`config.mk`:
```
export PLATFORM = sky130hd
export DESIGN_NAME = tagged_hex_split
export DESIGN_NICKNAME = d
export VERILOG_FILES = /design/src/rtl/tagged_hex_split.sv
export SDC_FILE = /design/constraint.sdc
export NUM_CORES = 1
export LEC_CHECK = 0
export BUFFER_PORTS_ARGS = -buffer_cell sky130_fd_sc_hd__buf_4
export CAP_MARGIN = 40
export CORE_MARGIN = 2
export CORE_UTILIZATION = 47
export CTS_CLUSTER_DIAMETER = 30
export CTS_CLUSTER_SIZE = 20
export DETAILED_ROUTE_END_ITERATION = 8
export GPL_TIMING_DRIVEN = 1
export PLACE_DENSITY = 0.75
export REMOVE_ABC_BUFFERS = 1
export SKIP_LAST_GASP = 1
export SYNTH_ARGS = -nofsm -noshare
export SYNTH_HDL_FRONTEND = slang
export SYNTH_SLANG_ARGS = --single-unit
```
`constraint.sdc`:
```
create_clock -name clk -period 1.5 [get_ports clk]
set_input_delay 0.3 -clock clk [delete_from_list [all_inputs] [get_ports clk]]
set_output_delay 0.3 -clock clk [all_outputs]
set_load 0.02 [all_outputs]
```
`src/rtl/tagged_hex_split.sv`:
```
module tagged_hex_split #(
  parameter logic [7:0] KBD_TAG = 8'h4B,
  parameter logic [7:0] MSE_TAG = 8'h4D
) (
  input  logic       clk,
  input  logic       rst_n,
  input  logic       in_valid,
  input  logic [7:0] in_char,
  output logic       kbd_valid,
  input  logic       kbd_ready,
  output logic [7:0] kbd_data,
  output logic       mse_valid,
  input  logic       mse_ready,
  output logic [7:0] mse_data,
  output logic       kbd_ovf,
  output logic       mse_ovf,
  output logic       err_pulse
);
  localparam logic [1:0] S_WAIT = 2'd0, S_HI = 2'd1, S_LO = 2'd2;

  logic [1:0] state;
  logic       to_mse;
  logic [3:0] hi_nib;
  logic [3:0] nib;
  logic       is_hex;

  always_comb begin
    is_hex = 1'b1;
    nib    = in_char[3:0];
    if (in_char >= 8'h30 && in_char <= 8'h39)
      nib = in_char[3:0];
    else if ((in_char >= 8'h41 && in_char <= 8'h46) || (in_char >= 8'h61 && in_char <= 8'h66))
      nib = in_char[3:0] + 4'd9;
    else
      is_hex = 1'b0;
  end

  wire tag_k  = in_valid && in_char == KBD_TAG;
  wire tag_m  = in_valid && in_char == MSE_TAG;
  wire plain  = in_valid && !tag_k && !tag_m;
  wire bad    = plain && state != S_WAIT && !is_hex;
  wire done   = plain && state == S_LO && is_hex;
  wire [7:0] full = {hi_nib, nib};
  wire load_k = done && !to_mse;
  wire load_m = done && to_mse;
  wire busy_k = kbd_valid && !kbd_ready;
  wire busy_m = mse_valid && !mse_ready;

  always_ff @(posedge clk or negedge rst_n) begin
    if (!rst_n) begin
      state     <= S_WAIT;
      to_mse    <= 1'b0;
      hi_nib    <= 4'd0;
      err_pulse <= 1'b0;
    end else begin
      err_pulse <= bad;
      if (tag_k || tag_m) begin
        state  <= S_HI;
        to_mse <= tag_m;
      end else if (plain && state != S_WAIT) begin
        if (!is_hex)
          state <= S_WAIT;
        else if (state == S_HI) begin
          hi_nib <= nib;
          state  <= S_LO;
        end else
          state <= S_WAIT;
      end
    end
  end

  always_ff @(posedge clk or negedge rst_n) begin
    if (!rst_n) begin
      kbd_valid <= 1'b0;
      kbd_data  <= 8'd0;
      kbd_ovf   <= 1'b0;
    end else begin
      if (load_k && !busy_k) begin
        kbd_valid <= 1'b1;
        kbd_data  <= full;
      end else if (kbd_ready)
        kbd_valid <= 1'b0;
      if (load_k && busy_k)
        kbd_ovf <= 1'b1;
    end
  end

  always_ff @(posedge clk or negedge rst_n) begin
    if (!rst_n) begin
      mse_valid <= 1'b0;
      mse_data  <= 8'd0;
      mse_ovf   <= 1'b0;
    end else begin
      if (load_m && !busy_m) begin
        mse_valid <= 1'b1;
        mse_data  <= full;
      end else if (mse_ready)
        mse_valid <= 1'b0;
      if (load_m && busy_m)
        mse_ovf <= 1'b1;
    end
  end
endmodule

```
## Yosys cells after proc, flatten, opt, wreduce, memory -nomap -nowiden

Index checks and enable logic that the tools add are counted.

- Bits in registers: 28
- Latch bits: 0
- Bits in writable memories: 0
- Bits in read-only memories: 0
- Logic and storage cells: 68
- Memories: 0

- $add $sub $neg: 1
- Multipliers: 0
- Divide/modulo/power cells: 0
- $lt $le $gt $ge: 6
- Equality and inequality tests: 4
- Shift-type cells: 0
- Multiplexer cells: 12
- Bitwise logic cells: 1
- Reductions and logical operators: 34

Operators by type and width:

| operator | number |
|---|---|
| $logic_and A1 B1 Y1 | 19 |
| $eq A8 B7 Y1 const B | 2 |
| $ge A8 B7 Y1 const B | 2 |
| $le A8 B7 Y1 const B | 2 |
| $ge A8 B6 Y1 const B | 1 |
| $le A8 B6 Y1 const B | 1 |
| $logic_not A1 Y1 | 8 |
| $mux W2 | 4 |
| $mux W4 | 2 |
| $reduce_bool A2 Y1 | 4 |
| $mux W1 | 6 |
| $add A4 B4 Y4 const B | 1 |
| $reduce_and A4 Y1 | 1 |
| $eq A2 B1 Y1 const B | 1 |
| $eq A2 B2 Y1 const B | 1 |
| $logic_or A1 B1 Y1 | 2 |
| $not A1 Y1 | 1 |

## Logic depth before layout (Yosys ltp)

Gate-level depths: netlist of run 1.

- Word-level depth: 10
- Depth in mapped cells: 8

## Worst setup path after synthesis of run 1

Ideal clock, no wire load.

- Kind: in2reg
- From: input in_char[4]
- To: register kbd_data[0]
- Arrival time: 1.744 ns
- Required time: 1.375 ns
- Path slack: -0.369 ns
- Stages on the path: 6
- Cells stage by stage: or3b_4 o21ai_0 o211a_4 and3_1 buf_6 mux2_4

- Cells in the longest elaborated chain, start to end: 9

Ends and longest elaborated chain:

| what | RTL line | source |
|---|---|---|
| from (decl) | 8 | `input logic [7:0] in_char,` |
| branches (longest 9 deep; another with $ge A8 B7 Y1) | n/a |  |
| to (signal assigned) | 80 | `kbd_data <= full;` |
| to (decl) | 11 | `output logic [7:0] kbd_data,` |

Parallel ways; which one is timed is not known.
A chain may end at the register's enable or synchronous reset.

## Final worst setup path of run 1

- From: input in_char[4]
- To: register mse_data[3]

- Cells in the longest elaborated chain, start to end: 9

Ends and longest elaborated chain:

| what | RTL line | source |
|---|---|---|
| branches (longest 9 deep; another with $ge A8 B7 Y1) | n/a |  |
| to (signal assigned) | 96 | `mse_data <= full;` |
| to (decl) | 14 | `output logic [7:0] mse_data,` |

Parallel ways; which one is timed is not known.

==> out/metrics.yaml, run 1 <==
synthesis:
  synth-simple-area-share_pct: 13.2
  synth_area_leaders: "dfrtp_1 52%, mux2_2 11%, mux2_4 8.8%"
  synth_area_mm2: 0.00136
  syn_avg_cell_area_um2: 13.2
  syn_inst: 103
  yosys.area.top_type: "dfrtp_1"
  synth_cell_types: 32
  synth-seq-cells: 28
  ys_seq_area_share_pct: 51.5
  post_synth_fa_ha_maj_area_fraction_pct: 2.76
  yosysWarnings: 0
  synth_xor_area_share_pct: 1.29
  synth_compound_area_share_pct: 7.82
  netlist.area_leader.share_pct: 51.5
  yosys-mux-area-fraction_pct: 20.3
  synth_top_family_by_area: "multiplexers"
power_and_ir_drop:
  ir_drop_uv: 621
  p_comb_share_pct: 12.9
  internal-power_mw: 0.991
  switching_power_mw: 0.302
  clockPowerShare_pct: 28.3
  p_leak_nw: 1.02
  power.density_mw_per_mm2: 660
  p_sw_share_pct: 23.4
  pwr-share-seq_pct: 58.8
  total_power_mw: 1.29
sta:
  fin_worst_skew_ns: 0.00466
  rsz0062_at_grt: "yes"
  finalSetupTns_ns: -1.43
  worst_slack_ns: -0.103
  tightest_slew_ns: 0.349
  slew_viol_final: 0
  final-hold-violation-count: 0
  layout_min_cycle_time_ns: 1.60
  relSlewSlack_pct: 76.7
  fin_crit_sh_pct: 107
  setup_viol: 20
  fmax_ghz: 0.624
place:
  place.port_buffers: 33
  dp_hpwl_um: 2150
  globalplace.congestion: 0.779
  placed_cell_area_mm2: 0.00176
critical_path:
  cp_top_family: "simple AND/OR/NAND/NOR gates"
  path_class: "input pin to flop"
  cp_slowest_cell: "or3b_4"
  r2r-start: "state[1]"
  crit_buf_inv: 2
  cp_max_fo: 8
  worstPathCellList: "buf_6, or3b_4, o21ai_2, o211a_4, buf_12, nand4_4, mux2_4"
  required_ns: 1.73
  r2r_setup_slack_ns: -0.01
  worstReg2RegEnd: "kbd_data[1]"
  critPathArrivalTime_ns: 1.83
  slowest_delay_ns: 0.44
  cp-start-kind: "input pin"
  rr_worst_depth: 6
  crit_path_end_kind: "flop"
clocking:
  clockBufferDepth: 2
  cts_tree: "yes"
  insertion_delay_ns: 0.32
  cts_root_buf: "clkbuf_4"
  clk_pin_slew_worst_paths_ns: 0.15
  cts_inserted_buffers: 3
  htreeDepth: 1
  cts_sinks: 28
final_layout:
  fin_nets: 176
  n_antenna_cell: 0
  syn_to_final_growth_pct: 44.1
  layout-drive-gt1-share_pct: 61.0
  fin_area_mm2: 0.00196
  mostFrequentLayoutCells: "48 x buf_4, 28 x dfrtp_1, 15 x mux2_4"
  final_common_cell: "buf_4"
drt:
  wirelength_um: 2890
  via_per_inst: 5.22
  drc: 0
  first_iter_violations: 16
  via_count: 992
  drt_pass1_iterations: 4
  final_antenna_net_count: 0
  routedWlPerCell_um: 15.2
global_routing:
  grt_util_all_layers_pct: 18.8
  grt_pass1_wl_um: 4810
  grt_max_degree: 29
  grt_pass1_vias: 1037
  grt.overflow.total: 0
  grt_antenna_before_repair: 0
floorplan:
  start_util_pct: 49.3
  die_x_um: 57.8
  ios: 34
  rows: 19
  design.core.area_mm2: 0.00276
  dieArea_mm2: 0.00334
  die_h_um: 57.8
min_path:
  worstHoldPathCells: 2
  min_from: "in_valid"
  hold_path_end: "state[1]"
  hold_path.class: "input pin to flop"
status:
  violations: "setup timing"
  status: "finished, violations left"
job:
  maxCapViolations: 0
## area by class of cell
type	instances	area, um2
Multi-Input combinational cell	66	722
Timing Repair Buffer	54	435
Tap cell	31	38.8
Sequential cell	28	701
Clock buffer	4	36.3
Inverter	7	26.3
Fill cell	196	798
## cells by family (layout without fill, tap and decap cells)
family                   after synthesis  in the layout
AO/OA/AOI/OAI                         13             13
buffers and inverters                  9             65
multiplexers                          22             22
adder cells (fa/ha/maj)                3              3
flip-flops                            28             28
XOR/XNOR                               2              2
AND/OR/NAND/NOR                       26             26
## worst max-delay path by stage
stage          startpoint     endpoint  slack [ns]  cells past startpoint
2_1_floorplan  in_char[4]  kbd_data[0]       -0.52                      5
3_3_place_gp   in_char[4]  kbd_data[5]       -0.53                      7
3_5_place_dp   in_char[4]  kbd_data[4]       -0.57                      7
4_1_cts        in_char[7]  mse_data[3]       -0.11                      7
5_1_grt        in_char[4]    hi_nib[2]       -0.13                      6
6_report       in_char[4]  mse_data[3]       -0.10                      7
## cells in the mapped netlist, drive strengths merged
cell type / n
nor3b: 1
xnor2: 2
o31ai: 2
nand4bb: 1
and3: 4
a21o: 1
inv: 7
o21ai: 5
nor3: 2
mux2: 21
nand2b: 2
nand2: 2
o211a: 1
nand3: 1
mux2i: 1
buf: 2
or2: 1
nand4: 2
nor2: 6
ha: 3
dfrtp: 28
nor4: 1
nor2b: 2
or3b: 1
a31o: 1
a31oi: 3
## metrics by stage
| stage | setup WS (ns) | hold WS, ns | instances | utilization (%) |
|---|---|---|---|---|
| 6_report | -0.103 | 0.210 | 190 | 71.1 |
| 5_1_grt | -0.129 | 0.200 | 190 | 71.1 |
| 4_1_cts | -0.106 | 0.208 | 188 | 68.8 |
| 3_5_place_dp | -0.572 | 0.235 | 181 | 63.9 |
| 3_3_place_gp | -0.529 | 0.229 | 181 | 63.9 |
| 2_1_floorplan | -0.516 | 0.00441 | 101 | - |
## timing repair
item	CTS	global route
hold buffers	1	0
endpoints found under the setup margin	23	22
hold endpoints to repair	28	0
pin swaps	8	8
gates cloned	0	0
resized for setup	20	9
buffers inserted	2	2
## sequential cells by signal (all words and copies together), names as in the netlist
signal     flops
err_pulse      1
hi_nib         4
kbd_data       8
kbd_ovf        1
kbd_valid      1
mse_data       8
mse_ovf        1
mse_valid      1
state          2
to_mse         1
## per-layer routing
layer | vias up | part of all wire (%) | track usage [%]
met3 | 6 | 3.4 | 2.68
li1 | 481 | - | -
met1 | 478 | 44 | 24.2
met5 | - | 0 | 0
met4 | 0 | 1.6 | 8.64
met2 | 27 | 51 | 31.5
## power by group through the flow
stage	sequential [mW]	combinational, mW	clock [mW]
6_report	0.760	0.167	0.367
5_1_grt	0.761	0.181	0.411
2_1_floorplan	0.776	0.0492	0
3_5_place_dp	0.774	0.137	0
3_3_place_gp	0.774	0.131	0
4_1_cts	0.760	0.157	0.369
Power figures use the tool's default switching activity.
==> run 2, diff against run 1 <==
--- a/config.mk
+++ b/config.mk
@@ -9,6 +9,7 @@
 export CAP_MARGIN = 40
 export CORE_MARGIN = 2
 export CORE_UTILIZATION = 47
+export CTS_BUF_LIST = sky130_fd_sc_hd__clkbuf_8 sky130_fd_sc_hd__clkbuf_16
 export CTS_CLUSTER_DIAMETER = 30
 export CTS_CLUSTER_SIZE = 20
 export DETAILED_ROUTE_END_ITERATION = 8
==> out/metrics.yaml, run 2 (synthesis results as in run 1) <==
final_layout:
  regArea_um2: 701  # unchanged
  reg.largest.list: "kbd_data (8), mse_data (8), hi_nib (4)"
  fin_util_pct: 73.0  # +1.9 points
  layout-drive-gt1-share_pct: 62.3  # +1.3 points
  syn_to_final_growth_pct: 47.9
  final_common_cell: "buf_4"
  multi_input_area_um2: 736  # +1.9%
  n_antenna_cell: 0  # unchanged
  fin_nets: 176  # unchanged
  mostFrequentLayoutCells: "45 x buf_4, 28 x dfrtp_1, 14 x mux2_4"
  fillers: 182  # -7.1%
sta:
  fmax_ghz: 0.589  # -5.5%
  slew_viol_final: 0  # unchanged
  setup_viol: 21  # +5.0%
  final-hold-violation-count: 0  # unchanged
  fin_worst_skew_ns: 0.00935  # +0.00470 ns
  tightest_slew_ns: 0.351  # +0.00174 ns
  rsz0062_at_grt: "yes"
  layout_min_cycle_time_ns: 1.70  # +0.0930 ns
  finalSetupTns_ns: -2.77  # -1.34 ns
  worst_slack_ns: -0.196  # -0.0930 ns
  fin_crit_sh_pct: 113  # +6.2 points
  relSlewSlack_pct: 76.4  # -0.24 points
power_and_ir_drop:
  power.density_mw_per_mm2: 689  # +4.4%
  ir_drop_uv: 667  # +7.5%
  p_leak_nw: 1.03  # +0.97%
global_routing:
  grt.overflow.total: 0  # unchanged
  grt_pass1_wl_um: 5000  # +4.0%
  grt_pass1_vias: 1054  # +1.6%
  grt_util_all_layers_pct: 19.4  # +0.62 points
  grt_max_degree: 29  # unchanged
  grt_antenna_before_repair: 0  # unchanged
floorplan:
  rows: 19  # unchanged
  design.core.area_mm2: 0.00276  # unchanged
  die_x_um: 57.8  # unchanged
  dieArea_mm2: 0.00334  # unchanged
  start_util_pct: 49.3  # unchanged
  ios: 34  # unchanged
  die_h_um: 57.8  # unchanged
clocking:
  cts_sinks: 28  # unchanged
  cts_tree: "yes"
  insertion_delay_ns: 0.27  # -0.05 ns
  clockBufferDepth: 2  # unchanged
  cts_root_buf: "clkbuf_8"
  cts_inserted_buffers: 3  # unchanged
  htreeDepth: 1  # unchanged
  clk_pin_slew_worst_paths_ns: 0.10  # -0.05 ns
drt:
  final_antenna_net_count: 0  # unchanged
  first_iter_violations: 12  # -4
  routedWlPerCell_um: 15.9  # +4.5%
  wirelength_um: 3020  # +4.5%
  drc: 0  # unchanged
  via_per_inst: 5.29  # +1.4%
  drt_pass1_iterations: 4  # unchanged
  via_count: 1006  # +1.4%
critical_path:
  cp_top_family: "simple AND/OR/NAND/NOR gates"
  slowest_delay_ns: 0.44  # about the same
  critPathArrivalTime_ns: 1.85  # +0.02 ns
  required_ns: 1.65  # -0.08 ns
  crit_buf_inv: 1  # -1
  path_class: "input pin to flop"
  crit_path_end_kind: "flop"
  worstPathCellList: "buf_6, or3b_4, nor4_4, nand2_1, xnor2_2, mux2_4"
  cp_max_fo: 4  # -4
  cp_slowest_cell: "or3b_4"
  cp-start-kind: "input pin"
  r2r_setup_slack_ns: 0.01  # +0.02 ns
place:
  dp_hpwl_um: 2150  # unchanged
  globalplace.congestion: 0.779  # unchanged
  place.port_buffers: 33  # unchanged
status:
  violations: "setup timing"
  status: "finished, violations left"
job:
  maxCapViolations: 0  # unchanged
min_path:
  hold_path.class: "input pin to flop"
[run 2: cell counts in the layout (fill, tap and decap cells not counted)]
No cell type changed its count.
[run 2: where the power goes]
| part | internal [mW] | switching [mW] | total, mW | leakage, nW |
|---|---|---|---|---|
| registers | 0.757 | 0.00219 | 0.759 | 0.386 |
| logic | 0.0861 | 0.0842 | 0.170 | 0.612 |
| clock network | 0.234 | 0.223 | 0.457 | 0.0288 |
| total | 1.08 | 0.309 | 1.39 | 1.03 |
[run 2: metal layers]
layer	GRT usage, %	wire, um
met1	25.6	1300
met2	33.1	1610
met3	2.23	87
met4	7.31	27
met5	0	0
[run 2: layout make-up]
type                       instances  area share (%)
clock buffer                       4            2.74
timing repair buffer              54            22.4
sequential                        28            34.8
tap                               31            1.93
inverter                           7            1.55
multi-input combinational         66            36.6
[run 2: path summary, 6_finish.rpt]
check / from / to / cells past startpoint
max in group asynchronous: rst_n / hi_nib[0] / 2
min reg2reg: kbd_ovf / kbd_ovf / 2
min in group asynchronous: rst_n / mse_valid / 2
max: in_char[4] / hi_nib[2] / 6
max reg2reg: state[1] / kbd_data[4] / 6
min: in_valid / state[1] / 2
[run 2: what timing repair did]
| action | CTS | global route |
|---|---|---|
| setup endpoints to repair | 25 | 25 |
| resized for setup | 25 | 12 |
| hold buffers | 1 | 0 |
| buffers inserted | 2 | 2 |
| hold endpoints to repair | 28 | 0 |
| pin swaps | 11 | 11 |
[run 2: metrics by stage]
stage | cell area (um2) | std cells | total power [mW] | hold WS [ns] | setup WS (ns)
2_1_floorplan | 1340 | 101 | 0.825 | 0.00441 | -0.516
3_3_place_gp | 1760 | 181 | 0.904 | 0.229 | -0.529
3_5_place_dp | 1760 | 181 | 0.911 | 0.235 | -0.572
4_1_cts | 1940 | 188 | 1.38 | 0.279 | -0.177
5_1_grt | 2010 | 190 | 1.45 | 0.281 | -0.244
6_report | 2010 | 190 | 1.39 | 0.280 | -0.196
==> run 3, diff against run 2 <==
--- a/config.mk
+++ b/config.mk
@@ -8,13 +8,12 @@
 export BUFFER_PORTS_ARGS = -buffer_cell sky130_fd_sc_hd__buf_4
 export CAP_MARGIN = 40
 export CORE_MARGIN = 2
-export CORE_UTILIZATION = 47
+export CORE_UTILIZATION = 30
 export CTS_BUF_LIST = sky130_fd_sc_hd__clkbuf_8 sky130_fd_sc_hd__clkbuf_16
 export CTS_CLUSTER_DIAMETER = 30
 export CTS_CLUSTER_SIZE = 20
 export DETAILED_ROUTE_END_ITERATION = 8
 export GPL_TIMING_DRIVEN = 1
-export PLACE_DENSITY = 0.75
 export REMOVE_ABC_BUFFERS = 1
 export SKIP_LAST_GASP = 1
 export SYNTH_ARGS = -nofsm -noshare
==> out/metrics.yaml, run 3 (synthesis results as in run 1) <==
critical_path:
  required_ns: 1.66  # about the same
  cp_slowest_cell: "or3b_4"
  path_class: "input pin to flop"
  cp_top_family: "simple AND/OR/NAND/NOR gates"
  crit_buf_inv: 2  # +1
  worstPathCellList: "buf_6, or3b_4, o21ai_2, o211a_4, buf_12, nand4_4, mux2_2"
  slowest_delay_ns: 0.43  # about the same
  cp-start-kind: "input pin"
  cp_max_fo: 8  # +4
  crit_path_end_kind: "flop"
  critPathArrivalTime_ns: 1.80  # -0.05 ns
drt:
  final_antenna_net_count: 0  # unchanged
  first_iter_violations: 72  # +60
  drt_pass1_iterations: 4  # unchanged
  routedWlPerCell_um: 13.9  # -12%
  wirelength_um: 2920  # -3.2%
  via_count: 970  # -3.6%
  via_per_inst: 4.62  # -13%
  drc: 0  # unchanged
final_layout:
  mostFrequentLayoutCells: "44 x buf_4, 28 x dfrtp_1, 11 x mux2_4"
  fin_nets: 175  # -0.57%
  final_common_cell: "buf_4"
  fin_util_pct: 45.9  # -27 points
  layout-drive-gt1-share_pct: 62.0  # -0.24 points
  regArea_um2: 701  # unchanged
  reg.largest.list: "kbd_data (8), mse_data (8), hi_nib (4)"
  fillers: 404  # +120%
  multi_input_area_um2: 701  # -4.8%
  n_antenna_cell: 0  # unchanged
  fin_area_mm2: 0.00200  # -0.68%
  syn_to_final_growth_pct: 46.9
  instances_no_fill: 210  # +11%
sta:
  setup_viol: 20  # -4.8%
  layout_min_cycle_time_ns: 1.64  # -0.0602 ns
  tightest_slew_ns: 0.353  # +0.00232 ns
  rsz0062_at_grt: "yes"
  fin_worst_skew_ns: 0.00280  # -0.00655 ns
  hold_ws_ns: 0.251  # -0.0295 ns
  finalSetupTns_ns: -2.41  # +0.358 ns
  worst_slack_ns: -0.136  # +0.0602 ns
  fmax_ghz: 0.611  # +3.7%
  slew_viol_final: 0  # unchanged
  fin_crit_sh_pct: 109  # -4.0 points
  relSlewSlack_pct: 76.4  # about the same
  final-hold-violation-count: 0  # unchanged
floorplan:
  start_util_pct: 31.2  # -18 points
  dieArea_mm2: 0.00509  # +52%
  ios: 34  # unchanged
  design.core.area_mm2: 0.00435  # +58%
  die_x_um: 71.3  # +23%
  rows: 24  # +5
  die_h_um: 71.3  # +23%
place:
  dp_slack_ns: -0.584  # -0.0124 ns
  globalplace.congestion: 0.695  # -11%
  dp_hpwl_um: 2250  # +4.3%
  place.port_buffers: 33  # unchanged
  placed_cell_area_mm2: 0.00181  # +2.6%
  dp.cells: 203  # +12%
global_routing:
  grt_pass1_wl_um: 4880  # -2.5%
  grt_util_all_layers_pct: 12.1  # -7.3 points
  grt_pass1_vias: 1025  # -2.8%
  grt.overflow.total: 0  # unchanged
  grt_max_degree: 29  # unchanged
  grt_antenna_before_repair: 0  # unchanged
min_path:
  hold_path.class: "input pin to flop"
job:
  maxCapViolations: 0  # unchanged
clocking:
  cts_root_buf: "clkbuf_8"
  cts_tree: "yes"
  insertion_delay_ns: 0.27  # about the same
  clockBufferDepth: 2  # unchanged
  cts_inserted_buffers: 3  # unchanged
  htreeDepth: 1  # unchanged
  clk_pin_slew_worst_paths_ns: 0.09  # about the same
  cts_sinks: 28  # unchanged
power_and_ir_drop:
  p_leak_nw: 1.01  # -1.3%
  power.density_mw_per_mm2: 690  # about the same
  ir_drop_uv: 350  # -47%
  total_power_mw: 1.38  # -0.62%
status:
  violations: "setup timing"
  status: "finished, violations left"
==> run 3: per-layer routing <==
metal	share of wire [%]	track usage, %	routed length (um)	up-vias
li1	-	-	-	475
met1	40	14.9	1170	470
met2	55	21.8	1600	21
met3	4.0	1.97	117	4
met4	1.0	3.77	30	0
met5	0	0	0	-
==> run 3: path summary, 6_finish.rpt <==
path | depth (start not counted) | from | slack [ns] | endpoint
min | 2 | in_valid | 0.25 | state[1]
max in group asynchronous | 2 | rst_n | 0.76 | mse_data[2]
min in group asynchronous | 2 | rst_n | 0.48 | kbd_data[2]
max reg2reg | 6 | state[1] | 0 | kbd_data[6]
min reg2reg | 2 | kbd_ovf | 0.48 | kbd_ovf
max | 7 | in_char[4] | -0.14 | mse_data[6]
==> run 3: what timing repair did <==
item                                    CTS  global route
pin swaps                                 7             3
hold buffers                              1             0
gates resized for setup                  22             7
buffers inserted                          2             0
endpoints found under the setup margin   24            24
hold endpoints to repair                 28             0
==> run 3: layout make-up <==
class / instances / area share (%)
inverters: 7 / 1.44
multi-input cells: 66 / 35.1
clock buffers: 4 / 2.76
repair buffers: 53 / 22.4
flip-flops and latches: 28 / 35.1
well taps: 52 / 3.26
==> run 3: power by group <==
part,switching [mW],total (mW),internal (mW)
clock network,0.226,0.460,0.235
registers,0.00191,0.759,0.757
logic,0.0766,0.159,0.0823
total,0.304,1.38,1.07
